`src/rtl/dir_coh_pkg.sv`:
```
package dir_coh_pkg;
  typedef enum logic {
    REQ_READ    = 1'b0,
    REQ_UPGRADE = 1'b1
  } req_kind_e;

  typedef enum logic {
    ST_IDLE = 1'b0,
    ST_WAIT = 1'b1
  } ctl_state_e;
endpackage

```
`src/rtl/dir_coh_store.sv`:
```
module dir_coh_store #(
  parameter int NUM_CACHES = 4,
  parameter int NUM_BLOCKS = 16,
  parameter int BLK_W      = (NUM_BLOCKS > 1) ? $clog2(NUM_BLOCKS) : 1
) (
  input  logic                  clk_i,
  input  logic                  rst_ni,
  input  logic [BLK_W-1:0]      rd_blk_i,
  output logic [NUM_CACHES-1:0] rd_sharers_o,
  output logic                  rd_dirty_o,
  input  logic                  wr_en_i,
  input  logic [BLK_W-1:0]      wr_blk_i,
  input  logic [NUM_CACHES-1:0] wr_sharers_i,
  input  logic                  wr_dirty_i
);

  logic [NUM_CACHES-1:0] sharers_q [NUM_BLOCKS];
  logic                  dirty_q   [NUM_BLOCKS];

  always_ff @(posedge clk_i or negedge rst_ni) begin
    if (!rst_ni) begin
      for (int i = 0; i < NUM_BLOCKS; i++) begin
        sharers_q[i] <= '0;
        dirty_q[i]   <= 1'b0;
      end
    end else if (wr_en_i) begin
      sharers_q[wr_blk_i] <= wr_sharers_i;
      dirty_q[wr_blk_i]   <= wr_dirty_i;
    end
  end

  assign rd_sharers_o = sharers_q[rd_blk_i];
  assign rd_dirty_o   = dirty_q[rd_blk_i];

  // an exclusive entry names exactly one holder
  p_owner_single_r7: assert property (@(posedge clk_i) disable iff (!rst_ni)
    (wr_en_i && wr_dirty_i) |-> ($countones(wr_sharers_i) == 1));

endmodule

```
`src/rtl/dir_coh_ack_track.sv`:
```
module dir_coh_ack_track #(
  parameter int NUM_CACHES = 4
) (
  input  logic                  clk_i,
  input  logic                  rst_ni,
  input  logic                  load_i,
  input  logic [NUM_CACHES-1:0] load_set_i,
  input  logic [NUM_CACHES-1:0] ack_i,
  output logic [NUM_CACHES-1:0] pending_o,
  output logic                  clear_o
);

  logic [NUM_CACHES-1:0] pending_q;

  always_ff @(posedge clk_i or negedge rst_ni) begin
    if (!rst_ni)      pending_q <= '0;
    else if (load_i)  pending_q <= load_set_i;
    else              pending_q <= pending_q & ~ack_i;
  end

  assign pending_o = pending_q;
  // last outstanding acknowledgment arrives this cycle
  assign clear_o   = (pending_q & ~ack_i) == '0;

  // stray or repeated acks never add outstanding bits
  p_no_new_pending_r9: assert property (@(posedge clk_i) disable iff (!rst_ni)
    !load_i |=> ((pending_q & ~$past(pending_q)) == '0));

endmodule

```
`src/rtl/dir_coh_ctrl.sv`:
```
module dir_coh_ctrl
  import dir_coh_pkg::*;
#(
  parameter int NUM_CACHES = 4,
  parameter int NUM_BLOCKS = 16,
  parameter int CACHE_W    = (NUM_CACHES > 1) ? $clog2(NUM_CACHES) : 1,
  parameter int BLK_W      = (NUM_BLOCKS > 1) ? $clog2(NUM_BLOCKS) : 1
) (
  input  logic                  clk_i,
  input  logic                  rst_ni,
  input  logic                  req_valid_i,
  output logic                  req_ready_o,
  input  logic [CACHE_W-1:0]    req_cache_i,
  input  logic [BLK_W-1:0]      req_block_i,
  input  logic                  req_type_i,
  output logic [NUM_CACHES-1:0] inv_o,
  output logic [BLK_W-1:0]      inv_block_o,
  input  logic [NUM_CACHES-1:0] ack_i,
  output logic                  grant_valid_o,
  output logic [CACHE_W-1:0]    grant_cache_o,
  output logic [BLK_W-1:0]      grant_block_o,
  output logic                  grant_write_o
);

  ctl_state_e            state_q;
  req_kind_e             kind;
  logic [NUM_CACHES-1:0] req_oh, cur_oh_q, rd_sharers, others, wr_sharers, pending;
  logic [BLK_W-1:0]      dir_blk, cur_blk_q;
  logic [CACHE_W-1:0]    cur_cache_q;
  logic                  rd_dirty, wr_en, wr_dirty, accept, track_load, track_clear;

  for (genvar gi = 0; gi < NUM_CACHES; gi++) begin : g_req_oh
    assign req_oh[gi] = (req_cache_i == CACHE_W'(gi));
  end

  assign kind        = req_kind_e'(req_type_i);
  assign dir_blk     = (state_q == ST_IDLE) ? req_block_i : cur_blk_q;
  assign others      = rd_sharers & ~req_oh;
  assign req_ready_o = (state_q == ST_IDLE) && !((kind == REQ_READ) && rd_dirty);
  assign accept      = req_valid_i && req_ready_o;

  dir_coh_store #(
    .NUM_CACHES (NUM_CACHES),
    .NUM_BLOCKS (NUM_BLOCKS),
    .BLK_W      (BLK_W)
  ) store_i (
    .clk_i        (clk_i),
    .rst_ni       (rst_ni),
    .rd_blk_i     (dir_blk),
    .rd_sharers_o (rd_sharers),
    .rd_dirty_o   (rd_dirty),
    .wr_en_i      (wr_en),
    .wr_blk_i     (dir_blk),
    .wr_sharers_i (wr_sharers),
    .wr_dirty_i   (wr_dirty)
  );

  dir_coh_ack_track #(
    .NUM_CACHES (NUM_CACHES)
  ) track_i (
    .clk_i      (clk_i),
    .rst_ni     (rst_ni),
    .load_i     (track_load),
    .load_set_i (others),
    .ack_i      (ack_i),
    .pending_o  (pending),
    .clear_o    (track_clear)
  );

  always_comb begin
    wr_en      = 1'b0;
    wr_sharers = rd_sharers;
    wr_dirty   = rd_dirty;
    track_load = 1'b0;
    if (state_q == ST_IDLE) begin
      if (accept) begin
        if (kind == REQ_READ) begin
          wr_en      = 1'b1;
          wr_sharers = rd_sharers | req_oh;
          wr_dirty   = 1'b0;
        end else if (others == '0) begin
          wr_en      = 1'b1;
          wr_sharers = req_oh;
          wr_dirty   = 1'b1;
        end else begin
          track_load = 1'b1;
        end
      end
    end else if (track_clear) begin
      // all invalidations answered: requester becomes sole owner
      wr_en      = 1'b1;
      wr_sharers = cur_oh_q;
      wr_dirty   = 1'b1;
    end
  end

  always_ff @(posedge clk_i or negedge rst_ni) begin
    if (!rst_ni) begin
      state_q       <= ST_IDLE;
      cur_cache_q   <= '0;
      cur_blk_q     <= '0;
      cur_oh_q      <= '0;
      inv_o         <= '0;
      inv_block_o   <= '0;
      grant_valid_o <= 1'b0;
      grant_cache_o <= '0;
      grant_block_o <= '0;
      grant_write_o <= 1'b0;
    end else begin
      grant_valid_o <= 1'b0;
      inv_o         <= '0;
      unique case (state_q)
        ST_IDLE: begin
          if (accept) begin
            cur_cache_q <= req_cache_i;
            cur_blk_q   <= req_block_i;
            cur_oh_q    <= req_oh;
            if (kind == REQ_READ || others == '0) begin
              grant_valid_o <= 1'b1;
              grant_cache_o <= req_cache_i;
              grant_block_o <= req_block_i;
              grant_write_o <= (kind == REQ_UPGRADE);
            end else begin
              inv_o       <= others;
              inv_block_o <= req_block_i;
              state_q     <= ST_WAIT;
            end
          end
        end
        ST_WAIT: begin
          if (track_clear) begin
            grant_valid_o <= 1'b1;
            grant_cache_o <= cur_cache_q;
            grant_block_o <= cur_blk_q;
            grant_write_o <= 1'b1;
            state_q       <= ST_IDLE;
          end
        end
        default: state_q <= ST_IDLE;
      endcase
    end
  end

  p_inv_skip_req_r5: assert property (@(posedge clk_i) disable iff (!rst_ni)
    (state_q == ST_WAIT) |-> ((inv_o & cur_oh_q) == '0));

  p_inv_pulse_r5: assert property (@(posedge clk_i) disable iff (!rst_ni)
    (inv_o != '0) |=> (inv_o == '0));

  p_hold_grant_r6: assert property (@(posedge clk_i) disable iff (!rst_ni)
    ((state_q == ST_WAIT) && (pending & ~ack_i) != '0) |=> !grant_valid_o);

  p_wait_has_pending_r6: assert property (@(posedge clk_i) disable iff (!rst_ni)
    $rose(state_q == ST_WAIT) |-> (pending != '0));

endmodule

```
`config.mk`:
```
export PLATFORM = sky130hd
export DESIGN_NAME = dir_coh_ctrl
export DESIGN_NICKNAME = d
export VERILOG_FILES = /design/src/rtl/dir_coh_pkg.sv /design/src/rtl/dir_coh_store.sv /design/src/rtl/dir_coh_ack_track.sv /design/src/rtl/dir_coh_ctrl.sv
export SDC_FILE = /design/constraint.sdc
export NUM_CORES = 1
export LEC_CHECK = 0
export ABC_AREA = 1
export BUFFER_PORTS_ARGS = -buffer_cell sky130_fd_sc_hd__buf_2
export CORE_ASPECT_RATIO = 2
export CORE_MARGIN = 2
export CORE_UTILIZATION = 45
export DETAILED_ROUTE_END_ITERATION = 10
export PLACE_DENSITY_LB_ADDON = 0.1
export SLEW_MARGIN = 30
export SYNTH_ARGS = -nofsm -noshare
export SYNTH_HDL_FRONTEND = slang
export SYNTH_SLANG_ARGS = --single-unit
```
`constraint.sdc`:
```
create_clock -name clk_i -period 3.32 [get_ports clk_i]
set_input_delay 0.498 -clock clk_i [delete_from_list [all_inputs] [get_ports clk_i]]
set_output_delay 0.498 -clock clk_i [all_outputs]
set_load 0.1 [all_outputs]
```
==> results of run 1 <==
-- power by group through the flow --
stage	Combinational, mW	Sequential [mW]	Clock (mW)
CTS	2.91	2.23	1.09
detailed placement	2.90	2.25	0
global route	3.18	2.29	1.14
global placement	2.86	2.25	0
finish	2.89	2.24	1.07
floorplan	1.74	2.64	0
-- layout by cell type, fill, tap and decap left out --
| cell type | count |
|---|---|
| o21ai_2 | 2 |
| o211ai_1 | 2 |
| buf_12 | 2 |
| nand2_2 | 6 |
| clkbuf_16 | 9 |
| clkinv_2 | 1 |
| nor4_1 | 1 |
| buf_2 | 29 |
| o21ai_0 | 11 |
| dfrtp_1 | 110 |
| nor2_1 | 38 |
| clkinv_4 | 1 |
| nand2_1 | 485 |
| nand3_4 | 1 |
| inv_1 | 43 |
| nand2_8 | 2 |
| o21ai_1 | 10 |
| o21bai_1 | 1 |
| inv_8 | 2 |
| o21ai_4 | 1 |
| nor2_8 | 8 |
| nand3b_1 | 1 |
| nor2_2 | 10 |
| nand2_4 | 1 |
| clkbuf_8 | 1 |
| clkinvlp_4 | 1 |
| o22ai_1 | 3 |
| a21oi_1 | 5 |
| nand3_2 | 1 |
| inv_6 | 2 |
| nand3_1 | 27 |
| buf_4 | 20 |
| inv_2 | 13 |
| dfrtp_2 | 1 |
| nand4_1 | 1 |
-- registers in the layout, summed over array words and instances (netlist names) --
name               cells
inv_o                  4
inv_block_o            4
grant_write_o          1
store_i.sharers_q     64
state_q                1
store_i.dirty_q       16
track_i.pending_o      4
cur_cache_q            2
grant_valid_o          1
cur_blk_q              4
cur_oh_q               4
grant_cache_o          2
grant_block_o          4
-- cell families after synthesis --
group / count (synthesis) / share of synthesized area (%)
simple gates: 582 / 42.1
buf+inv: 79 / 6.63
flops: 111 / 47.8
compound gates: 35 / 3.40
-- layout make-up --
type / instances / area [um^2]
clock inverter: 6 / 52.6
inverter: 57 / 219
clock buffer: 10 / 239
fill: 1292 / 6150
sequential: 111 / 2780
timing repair buffer: 51 / 335
multi-input combinational: 617 / 2660
tap: 150 / 188
-- path summary, 6_finish.rpt --
path                                   from  cells past startpoint  slack (ns)               endpoint
max reg2reg                         state_q                     19        0.29     store_i.dirty_q[3]
min reg2reg                grant_cache_o[0]                      2        0.48       grant_cache_o[0]
min                                  rst_ni                      1        0.17         inv_block_o[2]
min in group clk_i                 ack_i[1]                      4        0.39   track_i.pending_o[1]
max in group asynchronous            rst_ni                      2        2.37  store_i.sharers_q[14]
max                                 state_q                     14        0.22            req_ready_o
-- metal layers --
layer	up-vias	share of wire (%)	track usage, %	routed length, um
met5	-	0	0	0
met4	0	4.4	12.6	697
met3	40	2.4	2.45	384
met2	121	54	45.0	8600
met1	2379	39	25.9	6110
li1	2520	-	-	-
-- timing repair --
action                                  in CTS  in global routing
endpoints found under the setup margin       1                 71
gates cloned                                 0                  0
resized for setup                            1                  2
hold endpoints to repair                     0                  0
==> summary.md, run 1 <==
| Metric | Value |
|---|---|
| Die ar. | `0.0139 mm^2` |
| Period utilization | `93.4%` |
| Die Y | `165 um` |
| Diodes inserted | `0` |
| Die width | `84.3 um` |
| Setup TNS | `0 ns` |
| Synth area leader | `dfrtp_1` |
| Total power | `6.20 mW` |
| Avg WL per Cell | `15.8 um` |
| CP max stage delay | `0.51 ns` |
| Mapped Cells | `807` |
| Flop pwr share | `36.1%` |
| Prevailing post-synth register cell | `dfrtp_1` |
| Final hold violations | `0` |
| Vias/cell | `5.05` |
| Core Region | `0.0126 mm^2` |
| CTS tree | `done` |
| Final hold slack | `0.169 ns` |
| Crit-path cells | `inv_6 > nand2_8 > nand2_8 > nand2_1 > o21ai_0 > nand2_1 > nand2_1 > nand2_1 > nand2_1 > nor2_1 > nand2_1 > nand2_1 > inv_1 > buf_2` |
| Share of cells above drive strength 1 | `13.4%` |
| Synth cell types | `29` |
| Cell leakage power | `3.77 nW` |
| Sequential fraction of the synthesis area | `47.8%` |
| Fin Clk Skew | `0.0114 ns` |
| Post-Syn Area per Cell | `7.20 um^2` |
| Clock power share | `17.3%` |
| Syn nets | `821` |
| Final number of setup-violating endpoints | `0` |
| MaxCap Viol Count | `0` |
| Top Ports | `31` |
| Initial DRC count | `304` |
| IO buf count | `30` |
| Clk_lat worst skew | `0.36 ns` |
| Logic pwr share | `46.7%` |
| Synth warnings | `0` |
| GR Overflow Total | `0` |
| CTS HTree Levels | `3` |
| Worst-path fanout max | `46` |
| Final non-filler cell area | `0.00647 mm^2` |
| Async S/R FF share, synth | `100%` |
| Main area contributors after synthesis | `dfrtp_1 (48%), nand2_1 (31%), inv_1 (2.8%), nor2_8 (2.8%), nor2_1 (2.5%)` |
| First-pass GRT wire length | `25.7 mm` |
| Sink Count | `111` |
| Gr usage total | `23.9%` |
| Floorplan row count | `58` |
| EDFF count, synth | `0` |
| Worst vdd ir | `0.695 mV` |
| Drt first pass iters | `5` |
| Nets | `861` |
| Final period demand of the worst path | `3.10 ns` |
| Max-slew headroom | `54.1%` |
| Top Family by Delay on Critical Path | `simple AND/OR/NAND/NOR gates` |
| Via count | `5,060` |
| Worst Path Arrival | `2.60 ns` |
| Setup bufs post-CTS | `0` |
| Hold_buf cts | `0` |
| Mapped cell area | `0.00581 mm^2` |
| Synthesis-stage register bit count | `111` |
| Starting Density | `46.0%` |
| Drt total wl | `15.8 mm` |
| Hpwl dp | `11.5 mm` |
| Sw Pwr | `3.01 mW` |
| Fin worst setup slack | `0.220 ns` |
| Vias in the first global route | `5,105` |
| Clock-pin slew on the worst setup and hold paths | `0.08 ns` |
| Pre-CTS WS | `0.0718 ns` |
| Top cell type's share of synthesized area | `47.8%` |
| Placed Area | `0.00617 mm^2` |
| Worst Setup Start Kind | `flip-flop` |
| Max Clk Rate | `323 MHz` |
| # DRC | `0` |
| Crit path kind | `reg -> out` |
| Status | `completed` |
| CP Capture Type | `primary output` |
| Area Growth Syn to Fin | `11.5%` |
| Dpl cells | `986` |
| Num CTS Buffers | `9` |
| P_int | `3.19 mW` |
| Clock Path Buffers | `2` |
| Worst-Margin Slew | `0.689 ns` |
| Worst path bufs/invs | `3` |
| Final Util | `51.3%` |
| Post-synth top cells | `nand2_1 (485), dfrtp_1 (111), inv_1 (43), nor2_1 (38), nand3_1 (27)` |
| CP required | `2.82 ns` |
| Post-DRT Antenna Nets | `0` |
| Critical path's slowest cell | `dfrtp_2` |
| RSZ-0062 raised after global routing | `no` |
| Root buf cell | `clkbuf_16` |
| PwrDens | `957 mW/mm^2` |
| Switch share | `48.6%` |
| Final Instance Count excl. Fillers | `1,002` |
| Initial antenna violation count | `0` |
| Hold Crit Class | `in -> async` |
| Largest net degree at the start of global routing | `61` |
| Most frequent CP cell | `nand2_1` |
| Slew Viols, Final | `0` |
| Global placer's final weighted congestion | `0.888` |
| Top-count cell post-synth | `nand2_1` |
Power figures use the tool's default switching activity.
==> run 2, diff against run 1 <==
--- a/config.mk
+++ b/config.mk
@@ -8,8 +8,8 @@
 export ABC_AREA = 1
 export BUFFER_PORTS_ARGS = -buffer_cell sky130_fd_sc_hd__buf_2
 export CORE_ASPECT_RATIO = 2
-export CORE_MARGIN = 2
-export CORE_UTILIZATION = 45
+export CORE_MARGIN = 3
+export CORE_UTILIZATION = 50
 export DETAILED_ROUTE_END_ITERATION = 10
 export PLACE_DENSITY_LB_ADDON = 0.1
 export SLEW_MARGIN = 30
==> run 2 against run 1 <==
Effect of this change:
- setup slack better by 0.046 ns
- sequential share of layout area about the same
- design area about the same
- critical path depth up 1
- hold slack better by 0.037 ns
- register-to-register slack worse by 0.02 ns
- largest cell class unchanged
- die area down 6.2%
==> summary.md, run 2 (synthesis gave the netlist of run 1 again) <==
| Metric | Value |
|---|---|
| Final Util | `57.0% (was 51.3%)` |
| Vias in the first global route | `5,260 (was 5,105)` |
| MaxCap Viol Count | `0 (unchanged)` |
| Total power | `6.19 mW (was 6.20 mW)` |
| FF-to-FF path depth | `20 (was 19)` |
| Worst-path fanout max | `16 (was 46)` |
| Largest registers | `store_i.sharers_q x64, store_i.dirty_q x16 (unchanged)` |
| Gr usage total | `26.0% (was 23.9%)` |
| Post-DRT Antenna Nets | `0 (unchanged)` |
| Most frequent cells in the layout | `nand2_1 (485), dfrtp_1 (110), inv_1 (43) (unchanged)` |
| Avg WL per Cell | `15.5 um (was 15.8 um)` |
| CP required | `2.82 ns (about the same)` |
| Final hold violations | `0 (unchanged)` |
| Worst vdd ir | `0.515 mV (was 0.695 mV)` |
| Drt total wl | `15.4 mm (was 15.8 mm)` |
| GR Overflow Total | `0 (unchanged)` |
| Hold_buf cts | `0 (unchanged)` |
| Worst Path Arrival | `2.56 ns (was 2.60 ns)` |
| Setup crit start | `state_q (unchanged)` |
| Fin Clk Skew | `0.00533 ns (was 0.0114 ns)` |
| Largest net degree at the start of global routing | `59 (was 61)` |
| Fin worst setup slack | `0.266 ns (was 0.220 ns)` |
| Worst-Margin Slew | `0.751 ns (was 0.689 ns)` |
| Clock-pin slew on the worst setup and hold paths | `0.07 ns (was 0.08 ns)` |
| PostCTS Resize Cnt | `0 (was 1)` |
| Final number of setup-violating endpoints | `0 (unchanged)` |
| Max reg flops | `64 (unchanged)` |
| Launching point of the worst reg2reg path | `state_q (unchanged)` |
| Cell leakage power | `3.77 nW (about the same)` |
| Period utilization | `92.0% (was 93.4%)` |
| Pre-CTS WS | `0.147 ns (was 0.0718 ns)` |
| Num CTS Buffers | `9 (unchanged)` |
| Dpl cells | `980 (was 986)` |
| First-pass GRT wire length | `25.4 mm (was 25.7 mm)` |
| PwrDens | `956 mW/mm^2 (was 957 mW/mm^2)` |
| RSZ-0062 raised after global routing | `yes (was no)` |
| Critical R2R Capture | `store_i.sharers_q[43] (was store_i.dirty_q[3])` |
| Share of cells above drive strength 1 | `13.3% (was 13.4%)` |
| Clk_lat worst skew | `0.35 ns (was 0.36 ns)` |
| Setup crit end | `req_ready_o (unchanged)` |
| Die ar. | `0.0130 mm^2 (was 0.0139 mm^2)` |
| Drt first pass iters | `4 (was 5)` |
| # DRC | `0 (unchanged)` |
| Reg2Reg Setup Slack | `0.27 ns (was 0.29 ns)` |
| Root buf cell | `clkbuf_16 (unchanged)` |
| Vias/cell | `5.15 (was 5.05)` |
| Die width | `82.2 um (was 84.3 um)` |
| Placed Area | `0.00618 mm^2 (was 0.00617 mm^2)` |
| Core Region | `0.0114 mm^2 (was 0.0126 mm^2)` |
| Clock Path Buffers | `2 (unchanged)` |
| Starting Density | `51.2% (was 46.0%)` |
| Diodes inserted | `0 (unchanged)` |
| CP Capture Type | `primary output (unchanged)` |
| Sink Count | `111 (unchanged)` |
| Die Y | `158 um (was 165 um)` |
| Crit path kind | `reg -> out (unchanged)` |
| Worst Setup Start Kind | `flip-flop (unchanged)` |
| CTS tree | `done (unchanged)` |
| Max Clk Rate | `327 MHz (was 323 MHz)` |
| Commonest non-fill, non-tap cell in the layout | `nand2_1 (unchanged)` |
| Area Growth Syn to Fin | `11.5% (about the same)` |
| Top Ports | `31 (unchanged)` |
| Floorplan row count | `55 (was 58)` |
| CTS HTree Levels | `3 (unchanged)` |
| Via count | `5,121 (was 5,060)` |
| Register bank with the most flops | `store_i.sharers_q (unchanged)` |
| Final Instance Count excl. Fillers | `994 (was 1,002)` |
| IO buf count | `30 (unchanged)` |
| Final hold slack | `0.206 ns (was 0.169 ns)` |
| Initial DRC count | `286 (was 304)` |
| Setup TNS | `0 ns (unchanged)` |
| Slew Viols, Final | `0 (unchanged)` |
| Setup bufs post-CTS | `0 (unchanged)` |
| Hpwl dp | `11.2 mm (was 11.5 mm)` |
| Global placer's final weighted congestion | `0.886 (was 0.888)` |
| Nets | `863 (was 861)` |
| Final period demand of the worst path | `3.05 ns (was 3.10 ns)` |
| Max-slew headroom | `50.0% (was 54.1%)` |
| Status | `completed (unchanged)` |
| Hold Crit Class | `in -> async (unchanged)` |
| Final non-filler cell area | `0.00648 mm^2 (was 0.00647 mm^2)` |
| Initial antenna violation count | `0 (unchanged)` |
## run 2: how the worst min path moves through the flow
stage	from	end	cells past startpoint
after floorplan	rst_ni	cur_blk_q[0]	0
after global placement	grant_write_o	grant_write_o	2
after detailed placement	store_i.dirty_q[11]	store_i.dirty_q[11]	2
after CTS	rst_ni	inv_block_o[2]	1
after global routing	rst_ni	inv_block_o[2]	1
final	rst_ni	cur_blk_q[2]	1
## run 2: layout make-up
class,count,area (um^2)
fill,1103,4880
sequential,111,2780
multi-input combinational,617,2650
timing repair buffer,53,363
clock buffer,11,243
inverter,57,219
tap,142,178
clock inverter,3,45.0
## run 2: per-layer routing
layer | vias to the layer above | GRT usage (%) | wire [um] | share of wire [%]
li1 | 2525 | - | - | -
met1 | 2392 | 28.2 | 5880 | 38
met2 | 150 | 45.3 | 8010 | 52
met3 | 54 | 4.30 | 662 | 4.3
met4 | 0 | 16.3 | 836 | 5.4
met5 | - | 0 | 0 | 0
## run 2: critical path: stages (launching register included)
cell and delay (ns):
dfrtp_2 0.51, inv_6 0.11, nand2_8 0.08, nand2_4 0.20, buf_4 0.22, nand2_1 0.06
o21ai_0 0.09, nand2_1 0.07, nand2_1 0.07, nand2_1 0.05, nand2_1 0.05, nor2_1 0.05
nand2_1 0.12, nand2_1 0.06, inv_1 0.04, buf_2 0.41
## run 2: power breakdown
| group | leakage (nW) | internal (mW) | switching, mW |
|---|---|---|---|
| Sequential | 1.47 | 1.90 | 0.319 |
| Combinational | 2.17 | 0.755 | 2.15 |
| Clock | 0.134 | 0.598 | 0.471 |
| Total | 3.77 | 3.26 | 2.94 |
